<file path="src/rtl/wdog_pkg.sv">
package wdog_pkg;

    // Control word bit positions (software-visible)
    localparam int CTL_IRQ_EN = 0;
    localparam int CTL_STATUS = 1;
    localparam int CTL_RST_EN = 2;

    // Register field selected by address bits [3:2]
    typedef enum logic [1:0] {
        FLD_COUNT = 2'd0,
        FLD_BITE  = 2'd1,
        FLD_BARK  = 2'd2,
        FLD_CTRL  = 2'd3
    } wd_field_e;

    // Per-channel reset machine
    typedef enum logic [1:0] {
        CH_OFF   = 2'd0,
        CH_ARMED = 2'd1,
        CH_BITE  = 2'd2
    } ch_state_e;

    // Bark status machine (channel 0)
    typedef enum logic {
        BK_QUIET   = 1'b0,
        BK_LATCHED = 1'b1
    } bark_state_e;

endpackage

</file>
<file path="src/rtl/wdog_decode.sv">
module wdog_decode
    import wdog_pkg::*;
#(
    parameter int ADDR_W  = 6,
    parameter int NUM_CH  = 3,
    parameter int BARK_CH = 0
) (
    input  logic [ADDR_W-1:0] addr,
    input  logic              wr_en,
    output logic              hit,
    output logic [ADDR_W-5:0] ch_idx,
    output wd_field_e         fld,
    output logic [NUM_CH-1:0] wr_cnt,
    output logic [NUM_CH-1:0] wr_bite,
    output logic [NUM_CH-1:0] wr_bark,
    output logic [NUM_CH-1:0] wr_ctrl
);
    localparam int CH_BITS = ADDR_W - 4;

    logic aligned;
    logic ch_valid;
    logic fld_valid;

    assign ch_idx  = addr[ADDR_W-1:4];
    assign fld     = wd_field_e'(addr[3:2]);
    assign aligned = (addr[1:0] == 2'b00);

    always_comb begin
        ch_valid  = (int'(ch_idx) < NUM_CH);
        fld_valid = (fld != FLD_BARK) || (int'(ch_idx) == BARK_CH);
        hit       = aligned && ch_valid && fld_valid;
    end

    for (genvar i = 0; i < NUM_CH; i++) begin : g_strobe
        logic sel;
        assign sel        = wr_en && hit && (ch_idx == CH_BITS'(i));
        assign wr_cnt[i]  = sel && (fld == FLD_COUNT);
        assign wr_bite[i] = sel && (fld == FLD_BITE);
        assign wr_bark[i] = sel && (fld == FLD_BARK);
        assign wr_ctrl[i] = sel && (fld == FLD_CTRL);
    end

endmodule

</file>
<file path="src/rtl/wdog_chan.sv">
module wdog_chan
    import wdog_pkg::*;
#(
    parameter int DATA_W   = 32,
    parameter bit HAS_BARK = 1'b0
) (
    input  logic              clk,
    input  logic              rst_n,
    input  logic              tick,
    input  logic              wr_cnt,
    input  logic              wr_bite,
    input  logic              wr_bark,
    input  logic              wr_ctrl,
    input  logic [DATA_W-1:0] wdata,
    output logic [DATA_W-1:0] cnt_o,
    output logic [DATA_W-1:0] bite_o,
    output logic [DATA_W-1:0] bark_o,
    output logic [DATA_W-1:0] ctrl_o,
    output logic              req_o,
    output logic              irq_o
);
    logic [DATA_W-1:0] cnt_q;
    logic [DATA_W-1:0] bite_q;
    logic              rst_en_q;
    logic              reached;
    ch_state_e         state_q;
    ch_state_e         state_d;
    logic              status;
    logic              irq_en;

    // Counter: software load wins over the reference tick
    always_ff @(posedge clk) begin
        if (!rst_n) begin
            cnt_q <= '0;
        end else if (wr_cnt) begin
            cnt_q <= wdata;
        end else if (tick) begin
            cnt_q <= cnt_q + 1'b1;
        end
    end

    always_ff @(posedge clk) begin
        if (!rst_n) begin
            bite_q   <= '0;
            rst_en_q <= 1'b0;
        end else begin
            if (wr_bite) bite_q   <= wdata;
            if (wr_ctrl) rst_en_q <= wdata[CTL_RST_EN];
        end
    end

    assign reached = (cnt_q >= bite_q);

    // Reset machine: next-state logic
    always_comb begin
        state_d = state_q;
        unique case (state_q)
            CH_OFF: begin
                if (rst_en_q && reached)  state_d = CH_BITE;   // fire-on-arm
                else if (rst_en_q)        state_d = CH_ARMED;  // arm
            end
            CH_ARMED: begin
                if (!rst_en_q)            state_d = CH_OFF;    // disable
                else if (reached)         state_d = CH_BITE;   // reach
            end
            CH_BITE: begin
                if (!rst_en_q)            state_d = CH_OFF;    // disable
                else if (!reached)        state_d = CH_ARMED;  // service
            end
            default:                      state_d = CH_OFF;
        endcase
    end

    // Reset machine: state register
    always_ff @(posedge clk) begin
        if (!rst_n) state_q <= CH_OFF;
        else        state_q <= state_d;
    end

    // Reset machine: outputs
    always_comb begin
        req_o = (state_q == CH_BITE);
    end

    if (HAS_BARK) begin : g_bark
        logic [DATA_W-1:0] bark_q;
        logic              irq_en_q;
        logic              bark_cond;
        logic              ack;
        bark_state_e       bk_q;
        bark_state_e       bk_d;

        always_ff @(posedge clk) begin
            if (!rst_n) begin
                bark_q   <= '0;
                irq_en_q <= 1'b0;
            end else begin
                if (wr_bark) bark_q   <= wdata;
                if (wr_ctrl) irq_en_q <= wdata[CTL_IRQ_EN];
            end
        end

        assign bark_cond = irq_en_q && (cnt_q >= bark_q);
        assign ack       = wr_ctrl && wdata[CTL_STATUS];

        // Bark machine: next-state logic
        always_comb begin
            bk_d = bk_q;
            unique case (bk_q)
                BK_QUIET:   if (bark_cond)         bk_d = BK_LATCHED; // latch
                BK_LATCHED: if (!bark_cond && ack) bk_d = BK_QUIET;   // acknowledge
            endcase
        end

        // Bark machine: state register
        always_ff @(posedge clk) begin
            if (!rst_n) bk_q <= BK_QUIET;
            else        bk_q <= bk_d;
        end

        // Bark machine: outputs
        always_comb begin
            status = (bk_q == BK_LATCHED);
            irq_en = irq_en_q;
            irq_o  = status && irq_en_q;
            bark_o = bark_q;
        end
    end else begin : g_no_bark
        logic unused_bark_wr;
        assign unused_bark_wr = wr_bark;
        assign status = 1'b0;
        assign irq_en = 1'b0;
        assign irq_o  = 1'b0;
        assign bark_o = '0;
    end

    always_comb begin
        ctrl_o             = '0;
        ctrl_o[CTL_IRQ_EN] = irq_en;
        ctrl_o[CTL_STATUS] = status;
        ctrl_o[CTL_RST_EN] = rst_en_q;
    end

    assign cnt_o  = cnt_q;
    assign bite_o = bite_q;

endmodule

</file>
<file path="src/rtl/tri_wdog.sv">
module tri_wdog
    import wdog_pkg::*;
#(
    parameter int DATA_W = 32,
    parameter int ADDR_W = 6,
    parameter int NUM_CH = 3
) (
    input  logic              clk,
    input  logic              rst_n,
    input  logic              ref_tick,
    input  logic              bus_wr,
    input  logic [ADDR_W-1:0] bus_addr,
    input  logic [DATA_W-1:0] bus_wdata,
    output logic [DATA_W-1:0] bus_rdata,
    output logic              recovery_rst_req,
    output logic              system_rst_req,
    output logic              bark_irq
);
    localparam int CH_BITS  = ADDR_W - 4;
    localparam int RECOV_CH = 0;

    logic              hit;
    logic [CH_BITS-1:0] ch_idx;
    wd_field_e         fld;
    logic [NUM_CH-1:0] ch_wr_cnt;
    logic [NUM_CH-1:0] ch_wr_bite;
    logic [NUM_CH-1:0] ch_wr_bark;
    logic [NUM_CH-1:0] ch_wr_ctrl;
    logic [DATA_W-1:0] ch_cnt  [NUM_CH];
    logic [DATA_W-1:0] ch_bite [NUM_CH];
    logic [DATA_W-1:0] ch_bark [NUM_CH];
    logic [DATA_W-1:0] ch_ctrl [NUM_CH];
    logic [NUM_CH-1:0] ch_req;
    logic [NUM_CH-1:0] ch_irq;
    logic [NUM_CH-1:0] ch_en;

    wdog_decode #(
        .ADDR_W (ADDR_W),
        .NUM_CH (NUM_CH),
        .BARK_CH(RECOV_CH)
    ) decode_i (
        .addr   (bus_addr),
        .wr_en  (bus_wr),
        .hit    (hit),
        .ch_idx (ch_idx),
        .fld    (fld),
        .wr_cnt (ch_wr_cnt),
        .wr_bite(ch_wr_bite),
        .wr_bark(ch_wr_bark),
        .wr_ctrl(ch_wr_ctrl)
    );

    for (genvar i = 0; i < NUM_CH; i++) begin : g_ch
        wdog_chan #(
            .DATA_W  (DATA_W),
            .HAS_BARK(i == RECOV_CH)
        ) chan_i (
            .clk    (clk),
            .rst_n  (rst_n),
            .tick   (ref_tick),
            .wr_cnt (ch_wr_cnt[i]),
            .wr_bite(ch_wr_bite[i]),
            .wr_bark(ch_wr_bark[i]),
            .wr_ctrl(ch_wr_ctrl[i]),
            .wdata  (bus_wdata),
            .cnt_o  (ch_cnt[i]),
            .bite_o (ch_bite[i]),
            .bark_o (ch_bark[i]),
            .ctrl_o (ch_ctrl[i]),
            .req_o  (ch_req[i]),
            .irq_o  (ch_irq[i])
        );
        assign ch_en[i] = ch_ctrl[i][CTL_RST_EN];
    end

    // Read multiplexer
    always_comb begin
        bus_rdata = '0;
        if (hit) begin
            for (int i = 0; i < NUM_CH; i++) begin
                if (ch_idx == CH_BITS'(i)) begin
                    case (fld)
                        FLD_COUNT: bus_rdata = ch_cnt[i];
                        FLD_BITE:  bus_rdata = ch_bite[i];
                        FLD_BARK:  bus_rdata = ch_bark[i];
                        FLD_CTRL:  bus_rdata = ch_ctrl[i];
                        default:   bus_rdata = '0;
                    endcase
                end
            end
        end
    end

    assign recovery_rst_req = ch_req[RECOV_CH];
    assign system_rst_req   = |ch_req[NUM_CH-1:1];
    assign bark_irq         = |ch_irq;

endmodule

</file>
<file path="config.mk">
export PLATFORM = sky130hd
export DESIGN_NAME = tri_wdog
export DESIGN_NICKNAME = d
export VERILOG_FILES = /design/src/rtl/wdog_pkg.sv /design/src/rtl/wdog_decode.sv /design/src/rtl/wdog_chan.sv /design/src/rtl/tri_wdog.sv
export SDC_FILE = /design/constraint.sdc
export NUM_CORES = 1
export LEC_CHECK = 0
export CAP_MARGIN = 20
export CORE_MARGIN = 2
export CORE_UTILIZATION = 60
export CTS_CLUSTER_SIZE = 16
export DETAILED_ROUTE_END_ITERATION = 6
export PLACE_DENSITY = 0.8
export SYNTH_ARGS = -nofsm -noshare
export SYNTH_HDL_FRONTEND = slang
export SYNTH_SLANG_ARGS = --single-unit
</file>
<file path="constraint.sdc">
create_clock -name clk -period 4.1 [get_ports clk]
set_input_delay 1.23 -clock clk [delete_from_list [all_inputs] [get_ports clk]]
set_output_delay 1.23 -clock clk [all_outputs]
set_load 0.05 [all_outputs]
</file>
---- Word level (Yosys, flattened, before mapping) ----
Index checks and enable logic that the tools add are counted.
Widths: inputs -> output; s select.
operators by class
  bitwise operators ....................... 1
  muxes and demuxes ....................... 37
  reduce and logical (&&, ||, !) cells .... 39
  eq/ne operators ......................... 21
  $add $sub $neg .......................... 3
  $lt $le $gt $ge ......................... 5
operators by type and width
  cell                   number
  $pmux 32 s4            3
  $mux 32                10
  $ge 32x32->1           4
  $add 32x1->32 const B  3
  $mux 2                 18
  $logic_and 1x1->1      23
  $ne 3x3->1 const B     6
  $pmux 2 s3             3
  $logic_not 2->1        7
  $eq 2x2->1 const B     6
  $eq 2x1->1 const B     5
  $ne 3x1->1 const B     3
  $reduce_and 3->1       3
  $reduce_bool 2->1      3
  $lt 2x2->1 const B     1
  $mux 1                 2
  $ne 2x2->1 const B     1
  $pmux 1 s2             1
  $reduce_or 2->1        1
  $logic_not 1->1        1
  $logic_or 1x1->1       1
  $not 1->1              1
storage, ports and cells
  bits in registers ....................... 235
  output and inout port bits .............. 35

---- Logic depth before layout (Yosys ltp) ----
  depth after elaboration ................. 10
  mapped depth ............................ 8

---- Cells and area by module ----
A second synthesis with hierarchy kept.
unflattened totals
  cells, all modules ...................... 2063
  area total of the unflattened synthesis .. 18107.4 um2
by module, submodules not included
  module                      times used  area each (um2)  cells an instance  sequential area each (um2)
  wdog_chan (g_ch[0].chan_i)  1           6042.0           706                2021.9
  wdog_chan (g_ch[1].chan_i)  1           4352.9           521                1341.3
  wdog_chan (g_ch[2].chan_i)  1           4206.5           494                1341.3
  tri_wdog                    1           3283.1           310                0.0
  wdog_decode                 1           222.7            32                 0.0

---- Worst setup path before layout ----
No wires, ideal clock.
  path type ............................... input -> output
  start point ............................. input bus_addr[2]
  end point ............................... output bus_rdata[3]
  setup slack ............................. -0.068 ns
  arrival time ............................ 2.938 ns
  cell stages on the path ................. 7
  path through ............................ buf_2 -> buf_2 -> buf_2 -> mux2i_1 -> o22ai_1 -> o21ai_0 -> nor2_1
on the way
  word-level cells in the longest chain between the ends .. 6
  elaborated cells between the ends (all ways) .. 14
  classes of those cells .................. eq/ne: 4; mux: 7; reduce/logical: 3
RTL lines
  element                                   line            source
  start: declaration                        tri_wdog.sv:12  input logic [ADDR_W-1:0] bus_addr,
  $eq 2x2->1, or another cell as far along  tri_wdog.sv:82  case (fld)
  $pmux 32 s4                               tri_wdog.sv:82
  $mux 32 (3 in a row)                      tri_wdog.sv:81  if (ch_idx == CH_BITS'(i)) begin
  $mux 32 (*)                               tri_wdog.sv:79  if (hit) begin
  end: declaration                          tri_wdog.sv:14  output logic [DATA_W-1:0] bus_rdata,
Every way passes the cells marked *; elsewhere a longest branch is shown, timed or not.

---- Final worst setup path ----
  start point ............................. input bus_addr[2]
  end point ............................... output bus_rdata[10]
Same word-level chain as after synthesis.

==> impl_metrics.toml <==
[detailed_routing]
drc_errors = 0
wirelength_um = 49800
vias = 15500
vias_per_cell = 6.49
drtAntennaViolNets = 0
firstDrtPassIters = 6
dr.first_iter.drc_count = 2114
avgRoutedWirePerCell_um = 20.8

[worst_setup_path]
cp_max_fo = 18
criticalPathCategory = "in2out"
cp-end-kind = "output port"
startpoint_type = "primary input"
slowest_delay_ns = 0.35
crit_slowest_cell = "a2bb2oi_1"
path_buf_inv = 2
critPathArrivalTime_ns = 2.85
crit_family = "compound AO/OA/AOI/OAI gates"
critPathRequiredTime_ns = 2.87
crit_chain = "buf_6, mux2i_1, a2bb2oi_1, o22ai_1, o21ai_0, nor2_2, buf_12"

[floorplan]
rows = 58
coreArea_sq_um = 25300
start_util = 0.613
die-area_sq_um = 27100
die_h_um = 165
ios = 77
fp.dieW_um = 165

[clocking]
cts_max_level = 1
cts_resized = 10
cts_tree = "done"
clk_pin_slew_ns = 0.05
clockRootBuffer = "clkbuf_16"
cts_sinks = 235
cts_buffers = 27
clk-insertion-delay-late_ns = 0.57
postCtsSetupBuffers = 0
cts_max_path_buffers = 3
ctsHoldBuffers = 0

[finish]
final_net_count = 2222
syn2layout_area_growth_pct = 16.2
antenna_cells = 0
drive_gt1_frac = 0.0911

[synthesis]
synth-edff-count = 0
syn_nets = 2176
yosysSeqAreaShare = 0.304
synth_top_cell_by_area = "dfxtp_1"
ys_seq_elements = 235
synth.avg_cell_area_sq_um = 7.72
ys_types = 67
async_flop_share = 0
synthCells = 2003
synth_top_cell_area_share = 0.304
synthFlopType = "dfxtp_1"
ys_warn_count = 0
syn_area_sq_um = 15500
ys_top_cells_by_area = "dfxtp_1 (30%), ha_1 (11%), nand2_1 (7.7%)"

[power]
power_density_nw_per_um2 = 300
p_leak_nw = 6.83
ir_drop_mv = 0.336
p_total_mw = 5.40

[global_route]
grt_pass1_vias = 14500
grt_max_degree = 106
grt_use_total = 0.363
grt.overflow.total = 0
antenna_found_initial = 0
grt_pass1_wl_um = 78000

[timing]
min_period_ns = 4.08
fin_worst_skew_ns = 0.0240
timing.setup.tns_ns = 0
slew_headroom = 0.418
hold_slack_ns = 0.469
maxClockFrequency_mhz = 245
fin_crit_sh = 0.995
rsz0062_at_grt = "false"
hold_viol = 0
slew_violations = 0
worst_pin_slew_ns = 0.873
finalSetupViolCount = 0

[placed_design]
gp_congestion = 0.976
dpl.hpwl_um = 35300
io_buffers = 76

[flow_run]
cap_violations = 0

[status]
outcome = "completed"

[worst_hold_path]
hold_path_class = "reg2reg"
==> layout by cell type (no fill, tap or decap), types with 14 or more instances in the layout <==
master and instances:
or3_1 19, inv_1 139, ha_1 131, dfxtp_1 235
a211oi_1 47, buf_12 39, a21oi_1 230, mux2i_1 112
o21a_1 31, o22ai_1 32, xor2_1 35, clkdlybuf4s50_1 39
and3_1 45, nor2_1 78, buf_4 58, nand4_1 44
clkbuf_16 27, o21ai_0 99, xnor2_1 34, nand2_1 318
nor4_1 14, nor3_1 16, nand3_1 74
==> where the power goes <==
group	switching (mW)	total (mW)	internal, mW
Combinational	0.386	0.632	0.246
Sequential	0.0444	2.35	2.31
Clock	0.996	2.41	1.42
==> state kept, by name, indices dropped and copies added, names as in the netlist <==
register and count:
g_ch.chan_i.bite_o 96, g_ch.chan_i.cnt_o 96, g_ch.chan_i.bark_o 32, g_ch.chan_i.state_q 6, g_ch.chan_i.rst_en_q 3, g_ch.chan_i.g_bark.bk_q 1, g_ch.chan_i.g_bark.irq_en_q 1
==> routing by layer <==
| metal | track usage | part of all wire | up-vias |
|---|---|---|---|
| met5 | 0 | 0 | - |
| li1 | - | - | 7190 |
| met4 | 0.114 | 0.036 | 0 |
| met3 | 0.0673 | 0.11 | 164 |
| met2 | 0.573 | 0.44 | 837 |
| met1 | 0.504 | 0.41 | 7348 |
==> kinds of logic (layout without fill, tap and decap cells) <==
group,Yosys count,after routing,synth area share
flip-flops,235,235,0.304
AND/OR/NAND/NOR,674,674,0.211
buffers and inverters,266,327,0.0661
multiplexers,116,116,0.0776
XOR/XNOR,69,69,0.0391
AO/OA/AOI/OAI,512,512,0.196
adder cells (fa/ha/maj),131,131,0.106
==> worst min-delay path, delay by kind of cell (launching register included) <==
kind               cells  cell delay, ns
and+or+nand+nor        1            0.05
AOI/OAI and AO/OA      1            0.05
DFF                    1            0.32
==> cell usage after synthesis, types with 13 or more instances <==
cell,count
nand2_1,319
dfxtp_1,235
a21oi_1,231
inv_1,140
ha_1,131
mux2i_1,112
clkbuf_1,105
o21ai_0,99
nor2_1,83
nand3_1,76
a211oi_1,47
and3_1,47
nand4_1,44
xor2_1,35
xnor2_1,34
o22ai_1,33
o21a_1,31
buf_2,19
or3_1,19
nor3_1,17
nor4_1,14
and4_1,13
==> area by class of cell <==
cell class | instances | area, sq um
fill | 1972 | 7280
multi-input combinational | 1502 | 9790
clock buffer | 38 | 767
inverter | 140 | 531
timing repair buffer | 143 | 1670
tap | 330 | 413
clock inverter | 6 | 95.1
sequential | 235 | 4700
==> through the flow <==
step | utilization | cells | cell area [sq um] | worst slack, ns
finish | 0.712 | 2394 | 18000 | 0.0212
global route | 0.712 | 2394 | 18000 | 0.0125
CTS | 0.712 | 2394 | 18000 | 0.0902
detailed placement | 0.676 | 2350 | 17100 | -0.229
global placement | 0.676 | 2350 | 17100 | -0.197
floorplan | - | 2003 | 15500 | 0.0403
==> worst paths after layout <==
kind	end	startpoint	cells past startpoint	slack (ns)
min	g_ch[2].chan_i.bite_o[24]	g_ch[2].chan_i.bite_o[24]	2	0.47
min reg2reg	g_ch[2].chan_i.bite_o[24]	g_ch[2].chan_i.bite_o[24]	2	0.47
max reg2reg	g_ch[0].chan_i.g_bark.bk_q	g_ch[0].chan_i.cnt_o[0]	7	1.74
max	bus_rdata[10]	bus_addr[2]	7	0.02
Power figures use the tool's default switching activity.
